$ cat src/rtl/ufp_pkg.sv
package ufp_pkg;

    localparam int unsigned DATA_W = 8;
    localparam int unsigned DEPTH  = 64;
    localparam int unsigned LVL_W  = $clog2(DEPTH + 1);

    typedef logic [LVL_W-1:0] lvl_t;

    // Control byte layout, most significant field first.
    typedef struct packed {
        logic [1:0] rx_sel;
        logic [1:0] tx_sel;
        logic       xfer;
        logic       tx_clr;
        logic       rx_clr;
        logic       gate;
    } ctl_word_t;

    typedef enum logic {
        MODE_NORMAL = 1'b0,
        MODE_XFER   = 1'b1
    } rdy_mode_e;

    function automatic lvl_t rx_thresh(input logic [1:0] sel);
        case (sel)
            2'd0:    return lvl_t'(8);
            2'd1:    return lvl_t'(16);
            2'd2:    return lvl_t'(56);
            default: return lvl_t'(60);
        endcase
    endfunction

    function automatic lvl_t tx_thresh(input logic [1:0] sel);
        case (sel)
            2'd0:    return lvl_t'(8);
            2'd1:    return lvl_t'(16);
            2'd2:    return lvl_t'(32);
            default: return lvl_t'(56);
        endcase
    endfunction

endpackage

$ cat src/rtl/ufp_queue.sv
module ufp_queue #(
    parameter int unsigned DATA_W = 8,
    parameter int unsigned DEPTH  = 64,
    localparam int unsigned PTR_W = $clog2(DEPTH),
    localparam int unsigned LVL_W = $clog2(DEPTH + 1)
) (
    input  logic              clk,
    input  logic              rst,
    input  logic              clr,
    input  logic              push,
    input  logic [DATA_W-1:0] wdata,
    input  logic              pop,
    output logic [DATA_W-1:0] rdata,
    output logic [LVL_W-1:0]  level,
    output logic              empty,
    output logic              full,
    output logic              ovf,
    output logic              unf
);

    logic [DATA_W-1:0] store [DEPTH];
    logic [PTR_W-1:0]  wr_ptr, rd_ptr;
    logic [LVL_W-1:0]  cnt;
    logic              pop_ok, push_ok;

    function automatic logic [PTR_W-1:0] bump(input logic [PTR_W-1:0] p);
        return (p == PTR_W'(DEPTH - 1)) ? '0 : p + 1'b1;
    endfunction

    assign empty   = (cnt == '0);
    assign full    = (cnt == LVL_W'(DEPTH));
    assign pop_ok  = pop && !empty;
    assign push_ok = push && (!full || pop_ok);
    assign level   = cnt;
    assign rdata   = store[rd_ptr];

    always_ff @(posedge clk) begin
        if (rst) begin
            wr_ptr <= '0;
            rd_ptr <= '0;
            cnt    <= '0;
        end else if (clr) begin
            wr_ptr <= '0;
            rd_ptr <= '0;
            cnt    <= '0;
        end else begin
            if (push_ok) wr_ptr <= bump(wr_ptr);
            if (pop_ok)  rd_ptr <= bump(rd_ptr);
            cnt <= cnt + LVL_W'(push_ok) - LVL_W'(pop_ok);
        end
    end

    always_ff @(posedge clk) begin
        if (rst) begin
            ovf <= 1'b0;
            unf <= 1'b0;
        end else if (!clr) begin
            if (push && !push_ok) ovf <= 1'b1;
            if (pop && !pop_ok)   unf <= 1'b1;
        end
    end

    always_ff @(posedge clk) begin
        if (push_ok && !clr) store[wr_ptr] <= wdata;
    end

endmodule

$ cat src/rtl/ufp_ctl.sv
module ufp_ctl
    import ufp_pkg::*;
#(
    parameter int unsigned LVL_W = 7
) (
    input  logic             clk,
    input  logic             rst,
    input  logic             we,
    input  logic [7:0]       wdata,
    input  logic             ext_en,
    output logic             rx_clr,
    output logic             tx_clr,
    output rdy_mode_e        mode,
    output logic [LVL_W-1:0] rx_trig,
    output logic [LVL_W-1:0] tx_trig
);

    ctl_word_t  word;
    logic [1:0] rx_sel_q, tx_sel_q;
    logic       sel_valid_q;

    assign word   = ctl_word_t'(wdata);
    assign rx_clr = we && word.gate && word.rx_clr;
    assign tx_clr = we && word.gate && word.tx_clr;

    always_ff @(posedge clk) begin
        if (rst) begin
            mode        <= MODE_NORMAL;
            rx_sel_q    <= '0;
            tx_sel_q    <= '0;
            sel_valid_q <= 1'b0;
        end else if (we) begin
            mode <= word.xfer ? MODE_XFER : MODE_NORMAL;
            if (ext_en) begin
                rx_sel_q    <= word.rx_sel;
                tx_sel_q    <= word.tx_sel;
                sel_valid_q <= 1'b1;
            end
        end
    end

    assign rx_trig = sel_valid_q ? LVL_W'(rx_thresh(rx_sel_q)) : LVL_W'(1);
    assign tx_trig = sel_valid_q ? LVL_W'(tx_thresh(tx_sel_q)) : LVL_W'(1);

endmodule

$ cat src/rtl/ufp_tx_arm.sv
module ufp_tx_arm #(
    parameter int unsigned LVL_W = 7
) (
    input  logic             clk,
    input  logic             rst,
    input  logic [LVL_W-1:0] level,
    input  logic [LVL_W-1:0] trig,
    output logic             irq
);

    logic armed_q;

    always_ff @(posedge clk) begin
        if (rst) begin
            armed_q <= 1'b0;
        end else if (level == '0) begin
            armed_q <= 1'b0;
        end else if (level > trig) begin
            armed_q <= 1'b1;
        end
    end

    assign irq = armed_q ? (level < trig) : (level == '0);

endmodule

$ cat src/rtl/uart_fifo_pair.sv
module uart_fifo_pair
    import ufp_pkg::*;
#(
    parameter int unsigned DATA_W = ufp_pkg::DATA_W,
    parameter int unsigned DEPTH  = ufp_pkg::DEPTH,
    localparam int unsigned LVL_W = $clog2(DEPTH + 1)
) (
    input  logic              clk,
    input  logic              rst,
    input  logic              ctl_we,
    input  logic [7:0]        ctl_wdata,
    input  logic              ext_en,
    input  logic              rx_timeout,
    input  logic              tx_push,
    input  logic [DATA_W-1:0] tx_wdata,
    input  logic              tx_pop,
    output logic [DATA_W-1:0] tx_rdata,
    output logic [LVL_W-1:0]  tx_level,
    output logic              tx_empty,
    output logic              tx_full,
    output logic              tx_ovf,
    output logic              tx_unf,
    input  logic              rx_push,
    input  logic [DATA_W-1:0] rx_wdata,
    input  logic              rx_pop,
    output logic [DATA_W-1:0] rx_rdata,
    output logic [LVL_W-1:0]  rx_level,
    output logic              rx_empty,
    output logic              rx_full,
    output logic              rx_ovf,
    output logic              rx_unf,
    output logic              tx_irq,
    output logic              rx_irq,
    output logic              txrdy,
    output logic              rxrdy
);

    logic             rx_clr, tx_clr;
    rdy_mode_e        rdy_mode;
    logic [LVL_W-1:0] rx_trig, tx_trig;

    ufp_ctl #(.LVL_W(LVL_W)) u_ctl (
        .clk     (clk),
        .rst     (rst),
        .we      (ctl_we),
        .wdata   (ctl_wdata),
        .ext_en  (ext_en),
        .rx_clr  (rx_clr),
        .tx_clr  (tx_clr),
        .mode    (rdy_mode),
        .rx_trig (rx_trig),
        .tx_trig (tx_trig)
    );

    ufp_queue #(.DATA_W(DATA_W), .DEPTH(DEPTH)) u_txq (
        .clk   (clk),
        .rst   (rst),
        .clr   (tx_clr),
        .push  (tx_push),
        .wdata (tx_wdata),
        .pop   (tx_pop),
        .rdata (tx_rdata),
        .level (tx_level),
        .empty (tx_empty),
        .full  (tx_full),
        .ovf   (tx_ovf),
        .unf   (tx_unf)
    );

    ufp_queue #(.DATA_W(DATA_W), .DEPTH(DEPTH)) u_rxq (
        .clk   (clk),
        .rst   (rst),
        .clr   (rx_clr),
        .push  (rx_push),
        .wdata (rx_wdata),
        .pop   (rx_pop),
        .rdata (rx_rdata),
        .level (rx_level),
        .empty (rx_empty),
        .full  (rx_full),
        .ovf   (rx_ovf),
        .unf   (rx_unf)
    );

    ufp_tx_arm #(.LVL_W(LVL_W)) u_txarm (
        .clk   (clk),
        .rst   (rst),
        .level (tx_level),
        .trig  (tx_trig),
        .irq   (tx_irq)
    );

    assign rx_irq = (rx_level >= rx_trig);

    always_comb begin
        case (rdy_mode)
            MODE_XFER: begin
                rxrdy = rx_irq || rx_timeout;
                txrdy = !tx_full;
            end
            default: begin
                rxrdy = !rx_empty;
                txrdy = tx_empty;
            end
        endcase
    end

endmodule

$ cat config.mk
export PLATFORM = sky130hd
export DESIGN_NAME = uart_fifo_pair
export DESIGN_NICKNAME = d
export VERILOG_FILES = /design/src/rtl/ufp_pkg.sv /design/src/rtl/ufp_queue.sv /design/src/rtl/ufp_ctl.sv /design/src/rtl/ufp_tx_arm.sv /design/src/rtl/uart_fifo_pair.sv
export SDC_FILE = /design/constraint.sdc
export NUM_CORES = 1
export LEC_CHECK = 0
export CORE_MARGIN = 3
export CORE_UTILIZATION = 30
export CTS_CLUSTER_DIAMETER = 120
export CTS_CLUSTER_SIZE = 16
export DETAILED_ROUTE_END_ITERATION = 6
export PLACE_DENSITY = 0.41
export SLEW_MARGIN = 15
export SYNTH_ARGS = -nofsm -noshare
export SYNTH_HDL_FRONTEND = slang
export SYNTH_SLANG_ARGS = --single-unit
export TNS_END_PERCENT = 10
$ cat constraint.sdc
create_clock -name clk -period 4.3 [get_ports clk]
set_input_delay 1.29 -clock clk [delete_from_list [all_inputs] [get_ports clk]]
set_output_delay 1.29 -clock clk [all_outputs]
set_load 0.02 [all_outputs]
* Word level (Yosys, flattened, before mapping)
Memories as Yosys holds them, arrays and structs flattened. A register that Yosys moved wholly into a read port is not among the register bits.
Index checks and enable logic that the tools add are counted.
** Word-level totals
- Register bits :: 49
- Bits in writable memories :: 1024
- Bits of input ports :: 33
- Output and inout bits :: 42
- Logic and storage cells :: 98
- Memories :: 2
** Memory list
- u_rxq.store :: words 64, bits a word 8, rd ports 1, clocked after Yosys merged registers in 1, write ports 1, line ufp_queue.sv:21 : logic [DATA_W-1:0] store [DEPTH];
- u_txq.store :: words 64, bits a word 8, rd ports 1, clocked after Yosys merged registers in 1, write ports 1, line ufp_queue.sv:21
** Cells by class
- $add $sub $neg :: 8
- Order comparisons :: 3
- Equality and inequality tests :: 10
- Mux-type cells :: 20
- Bitwise logic cells :: 2
- Reduce and logical (&&, ||, !) cells :: 38
** Operators with widths (count)
- $mux 6 :: 10
- $pmux 6 s3 :: 2
- $add 6x1->6 const B :: 4
- $eq 6x6->1 const B :: 4
- $add 7x1->7 :: 2
- $eq 7x7->1 const B :: 2
- $logic_not 7->1 :: 2
- $sub 7x1->7 :: 2
- $logic_and 1x1->1 :: 13
- $logic_not 1->1 :: 10
- $reduce_and 2->1 :: 5
- $mux 1 :: 8
- $ge 7x7->1 :: 1
- $gt 7x6->1 :: 1
- $lt 7x6->1 :: 1
- $reduce_or 2->1 :: 3
- $eq 2x1->1 const B :: 2
- $eq 2x2->1 const B :: 2
- $logic_not 2->1 :: 2
- $logic_or 1x1->1 :: 3
- $not 1->1 :: 2

* Longest topological paths before layout
Gate-level depths: netlist of run 1.
- Word-level depth :: 8
- Gate-level depth with buffers :: 17
- Depth with buffers taken out :: 17

* Modules after synthesis
Synthesis of run 1 repeated with hierarchy kept, for this count alone.
** Unflattened totals
- Cell total of the unflattened synthesis :: 2215
- Area, all modules :: 43085.1 um^2
** Modules (own cells, without submodules)
- ufp_queue at u_rxq :: instances 1, cells an instance 1071, area an instance 21225.4 um^2
- ufp_queue at u_txq :: instances 1, cells an instance 1036, area an instance 21007.6 um^2
- ufp_ctl :: instances 1, cells an instance 48, area an instance 410.4 um^2
- ufp_tx_arm :: instances 1, cells an instance 31, area an instance 241.5 um^2
- uart_fifo_pair :: instances 1, cells an instance 29, area an instance 200.2 um^2

* Least setup slack after synthesis of run 1
No wires, ideal clock.
- Path type :: reg-to-output
- Start :: register u_rxq.cnt[0], in the netlist u_rxq.level[0]
- End :: output rxrdy
- Arrival :: 2131 ps
- Slack :: 879 ps
- Cell stages (with the launch flop) :: 9
- Buffers on the path :: 0
- Cell sequence :: dfxtp_1 -> inv_1 -> ha_1 -> or3b_2 -> a21o_1 -> a21oi_1 -> o21ai_0 -> nor2_1 -> mux2i_1
** On the way
- Cells in the longest elaborated chain, start to end :: 3
** RTL lines
- start, declared :: line ufp_queue.sv:23 : logic [LVL_W-1:0] cnt;
- start signal, assigned :: line ufp_queue.sv:49 : cnt <= cnt + LVL_W'(push_ok) - LVL_W'(pop_ok);
- $ge 7x7->1 :: line uart_fifo_pair.sv:93 : assign rx_irq = (rx_level >= rx_trig);
- via rx_irq :: line uart_fifo_pair.sv:33 : output logic rx_irq,
- $logic_or 1x1->1 :: line uart_fifo_pair.sv:98 : rxrdy = rx_irq || rx_timeout;
- $mux 1 :: line uart_fifo_pair.sv:96 : case (rdy_mode)
- end, declared :: line uart_fifo_pair.sv:35 : output logic rxrdy
The timed path passes the listed nets, and every way through them passes these cells.

==> run metrics, run 1 <==
Main synth FF type edfxtp_1; nets 2654; synthesized flop and latch total 1085; min-delay worst type flop to flop; Syn Nets 2255; Critical Path Source Type flop; CTS Buf Count 78; drt pass-1 iters 5; Post-Synth XOR/XNOR Area 0.00594; Die Ht 384 um; Detail Placement HPWL 76.4 mm; fmax 233 MHz; CTS tree built; RSZ-0062 raised after global routing true; P&R area growth vs syn 18.5%; non-filler cells in the finished layout 4489; share of the synthesized area in the top cell type 0.719; largest net degree at the start of global routing 65; DRT antenna net count 0; most frequent cell after synthesis edfxtp_1; H-tree depth 3; layout cells sized above 1 0.299; cell leakage power 0.0160 uW; Die ar. 147000 um^2; gr usage total 0.157; fin. max-slew vios 0; vias in the first global route 23200; clock latency on the worst-skew pair 0.67 ns; row count 137; Synth area leader edfxtp_1; main combinational cell family by area after synthesis multiplexers; Netlist cell types 63; mapped cell area 42800 um^2; Mapped Avg Cell Area 19.6 um^2; peak supply drop 0.295 mV; DRC viols 0; first-pass GRT wire length 167 mm; Routed WL 116 mm; CTS clk-pin slew, worst paths 0.07 ns; Wirelength per Cell 25.8 um; Post-synth top cells edfxtp_1 (1024), mux4_2 (230), nor2_1 (218); PortBufs 74; Seq/Total Area, Yosys 0.748; Final min period 4.29 ns; power per cell area 461 nW/um^2; Fin. Hold Viols 0; Top Ports 75; Die X-Extent 384 um; critical path class flop to primary output; total power 23400 uW; Via Count 22000; pre-CTS setup slack -0.00377 ns; Post-Syn Instances 2187; Max Cap Violations 0; Clock Sinks 1085; post-synthesis mux area share 0.140; placed cell count 4329; Least-Margin Pin Slew 0.942 ns; period utilisation layout 0.997; Max Clock Skew 0.0249 ns; Core Box Area 141000 um^2; adder-cell share of the synthesized area 0.0106; simple-gate portion of the synthesized area 0.0472; run status finished, final reports clean; 1st-iter DRT viols 1862; Final TNS setup 0 ns; vias per cell 4.90; Initial Utilization 0.304; post-synthesis compound-gate area fraction 0.0300; dominant cells by area after synthesis edfxtp_1 (72%), mux4_2 (12%), dfxtp_1 (2.9%); crit path capture type primary output; Root Driver clkbuf_16; Critical Path AT 3.00 ns; Final setup viols 0; Warnings, synthesis 0; Slew headroom 0.372; worst endpoint required time 3.01 ns; ys async rst share 0; worst-path fanout max 7; global route overflow 0; Final Wtd Congestion 0.783; initial antenna violation count 2; CTS Buffer Depth 3; Setup WS post-layout 0.0144 ns; Post-synth EDFFs 1024
-- logic make-up (layout without fill, tap and decap cells) --
| logic type | count (synthesis) | count (layout) |
|---|---|---|
| other | 0 | 2 |
| AOI/OAI and AO/OA | 197 | 197 |
| muxes | 275 | 275 |
| adders and majority gates | 35 | 35 |
| buffers and inverters | 135 | 559 |
| DFF | 1085 | 1085 |
| xor gates and xnor gates | 29 | 29 |
| and+or+nand+nor | 431 | 431 |
-- per-layer routing --
layer	vias to the layer above	wire length [um]	GRT usage	share of wire
li1	9660	-	-	-
met1	11700	53600	0.223	0.46
met2	466	54900	0.251	0.47
met3	128	4810	0.0225	0.042
met4	0	2400	0.0426	0.021
met5	-	0	0	0
-- area by class of cell --
class	instances	area, um^2
Timing Repair Buffer	417	3750
Sequential cell	1085	32000
Clock buffer	99	2070
Antenna cell	2	5.00
Clock inverter	6	67.6
Tap cell	1876	2350
Inverter	37	139
Multi-Input combinational cell	967	10300
Fill cell	13100	89900
-- worst max-delay path, stage by stage (launching register included) --
cell,delay (ns)
dfxtp_4,0.41
buf_12,0.12
buf_12,0.14
buf_4,0.15
mux4_2,0.52
a32o_1,0.30
a211oi_2,0.24
buf_4,0.16
o31ai_2,0.08
buf_4,0.21
-- flip-flops by register name (all words and copies together) (netlist names), 2 cells and up, named ones only --
register	flops
u_ctl.rx_sel_q	2
u_ctl.tx_sel_q	2
u_rxq.level	7
u_rxq.rd_ptr	6
u_rxq.store	512
u_rxq.wr_ptr	6
u_txq.level	7
u_txq.rd_ptr	6
u_txq.store	512
u_txq.wr_ptr	6
-- stage by stage --
step,area [um^2],hold WS (ns),utilization
2_1_floorplan,42800,0.457,-
3_3_place_gp,47600,0.462,0.339
3_5_place_dp,47600,0.467,0.339
4_1_cts,50400,0.481,0.359
5_1_grt,50700,0.529,0.361
6_report,50700,0.480,0.361
-- final timing paths --
path	startpoint	end	slack [ns]	cells past startpoint
setup / recovery	flop	tx_rdata[1]	0.01	9
hold / removal	u_txq.unf	u_txq.unf	0.48	2
setup reg to reg	u_rxq.level[3]	u_rxq.level[6]	0.81	16
hold reg to reg	u_txq.unf	u_txq.unf	0.48	2
-- what timing repair did --
action,4_1_cts,5_1_grt
resized for setup,139,37
buffers inserted,29,17
endpoints found under the hold margin,0,0
pin swaps,3,6
hold buffers,0,0
endpoints found under the setup margin,19,16
gates cloned,5,1
-- power breakdown --
part           leakage (uW)  total (uW)  switching, uW  internal, uW
clock               0.00104        6900           3510          3390
sequential          0.00971       11800            162         11700
combinational       0.00520        4650           2310          2340
-- layout by cell type, fill, tap and decap left out, drive strengths merged, types with 10 or more instances in the layout --
cell	n
edfxtp	1024
buf	373
mux4	252
nor2	220
clkbuf	100
o22ai	80
dfxtp	61
nand2	58
inv	41
clkdlybuf4s50	40
nand3	35
ha	33
o21ai	31
a21oi	23
mux2i	21
nor2b	19
nor3	18
a211oi	17
nand2b	16
xor2	16
xnor2	13
nand3b	13
nand4	11
a31oi	10
No activity file was read; power rests on OpenSTA's default activity.
==> run 2, diff against run 1 <==
CORE_ASPECT_RATIO = 1.1   (was default)
==> run metrics, run 2 (synthesized netlist as in run 1, its figures left out) <==
run status finished, final reports clean; Core Box Area 141000 um^2; worst hold slack 0.491 ns; power per cell area 463 nW/um^2; Least-Margin Pin Slew 1.05 ns; DRC viols 0; PortBufs 74; CP max stage cell or4_4; commonest non-fill, non-tap cell in the layout edfxtp_1; fmax 233 MHz; fillcell total 13200; Internal 17300 uW; Worst path most repeated cell buf_4; Slew headroom 0.297; gr usage total 0.157; 1st-iter DRT viols 1719; vias in the first global route 22700; CTS tree built; nets 2605; critical path class flop to primary output; CTS Buf Count 77; pre-CTS setup slack -0.0158 ns; P&R area growth vs syn 18.1%; total power 23400 uW; Top Ports 75; first-pass GRT wire length 169 mm; Root Driver clkbuf_16; commonest non-fill, non-tap cells in the layout edfxtp_1 (1024), buf_4 (260), mux4_2 (231); Cell Chain, Critical Path buf_4 > buf_12 > buf_12 > mux4_1 > o22ai_1 > buf_4 > or4_4 > o21ai_2 > buf_4; R2R Path Start u_txq.level[5]; row count 144; worst endpoint required time 3.01 ns; Die X-Extent 366 um; cell leakage power 0.0157 uW; Die ar. 147000 um^2; fin util 0.358; DRT antenna net count 0; min-delay worst type flop to flop; hold depth 2; Final min period 4.30 ns; clock latency on the worst-skew pair 0.69 ns; Detail Placement HPWL 76.9 mm; Initial Utilization 0.304; Psw 6100 uW; CTS clk-pin slew, worst paths 0.07 ns; Critical Path Source Type flop; fin. max-slew vios 0; sequential power share 0.506; vias per cell 4.87; Via Count 21800; global route overflow 0; peak supply drop 0.291 mV; Comb pwr share 0.195; Max Cap Violations 0; crit path capture type primary output; Hold Crit Start u_ctl.tx_sel_q[1]; Die Ht 402 um; Critical Path AT 3.01 ns; layout cells sized above 1 0.291; worst-path fanout max 10; period utilisation layout 0.999; largest net degree at the start of global routing 65; CTS Buffer Depth 3; Sw Ratio 0.261; Routed WL 117 mm; R2R depth 9; CP max stage delay 0.45 ns; initial antenna violation count 2; Wirelength per Cell 26.2 um; Final setup viols 0; Setup WS post-layout 0.00469 ns; Fin. Hold Viols 0; Clk pwr share 0.299; drt pass-1 iters 6; Clock Sinks 1085; top flop regs u_rxq.store x512, u_txq.store x512; RSZ-0062 raised after global routing true; Max Clock Skew 0.0257 ns; Final Wtd Congestion 0.787; H-tree depth 3
[run 2: cell types whose count changed in the layout (fill, tap and decap cells not counted), moves of 6 or more]
cell / previous run / this run
buf_12: 27 / 19
a211oi_2: 7 / 13
a211oi_1: 10 / 3
buf_4: 314 / 260
buf_16: 5 / 11
clkbuf_1: 19 / 28
clkbuf_2: 0 / 6
[run 2: path summary, 6_finish.rpt]
path | endpoint | slack (ns)
setup / recovery | rx_rdata[3] | 0.005
hold / removal | u_ctl.tx_sel_q[1] | 0.49
setup reg to reg | u_txq.store[9][7] | 0.85
hold reg to reg | u_ctl.tx_sel_q[1] | 0.49
[run 2: timing repair]
action / in CTS / in global routing
cloned: 4 / 4
endpoints found under the setup margin: 19 / 16
hold buffers: 0 / 0
resized for setup: 105 / 82
buffers inserted: 12 / 16
pin swaps: 7 / 10
[run 2: layer usage]
metal | up-vias | track usage | wire [um]
met5 | - | 0 | 0
met3 | 115 | 0.0206 | 4550
met1 | 11600 | 0.216 | 52100
li1 | 9577 | - | -
met2 | 470 | 0.265 | 58500
met4 | 0 | 0.0379 | 2000
[run 2: cell type report]
cell class	instances	area (um^2)	area share
Sequential cell	1085	32000	0.633
Multi-Input combinational cell	967	10400	0.207
Timing Repair Buffer	369	3370	0.0667
Tap cell	1898	2370	0.0470
Clock buffer	108	2100	0.0415
Inverter	37	139	0.00275
Clock inverter	5	92.6	0.00183
Antenna cell	2	5.00	0.0000991
[run 2: stage by stage]
stage	cell area (um^2)	cells	setup TNS (ns)
floorplan	42800	2187	0
global route	50500	4469	-0.424
CTS	50100	4449	-1.84
finish	50500	4471	0
detailed placement	47400	4320	-0.0158
global placement	47400	4320	-0.00760
[run 2: power groups by stage]
| stage | logic, uW | clock network (uW) | registers (uW) |
|---|---|---|---|
| floorplan | 2650 | 0 | 12000 |
| global placement | 4120 | 0 | 12100 |
| detailed placement | 4140 | 0 | 12100 |
| CTS | 4430 | 7310 | 11800 |
| global route | 4910 | 7670 | 11900 |
| finish | 4560 | 7000 | 11800 |
[run 2: worst max-delay path: cells and delay by family (launching register included)]
kind,cells,cell delay [ns]
buffers and inverters,5,0.74
AND/OR/NAND/NOR,1,0.45
flip-flops,1,0.40
multiplexers,1,0.40
AO/OA/AOI/OAI,2,0.34
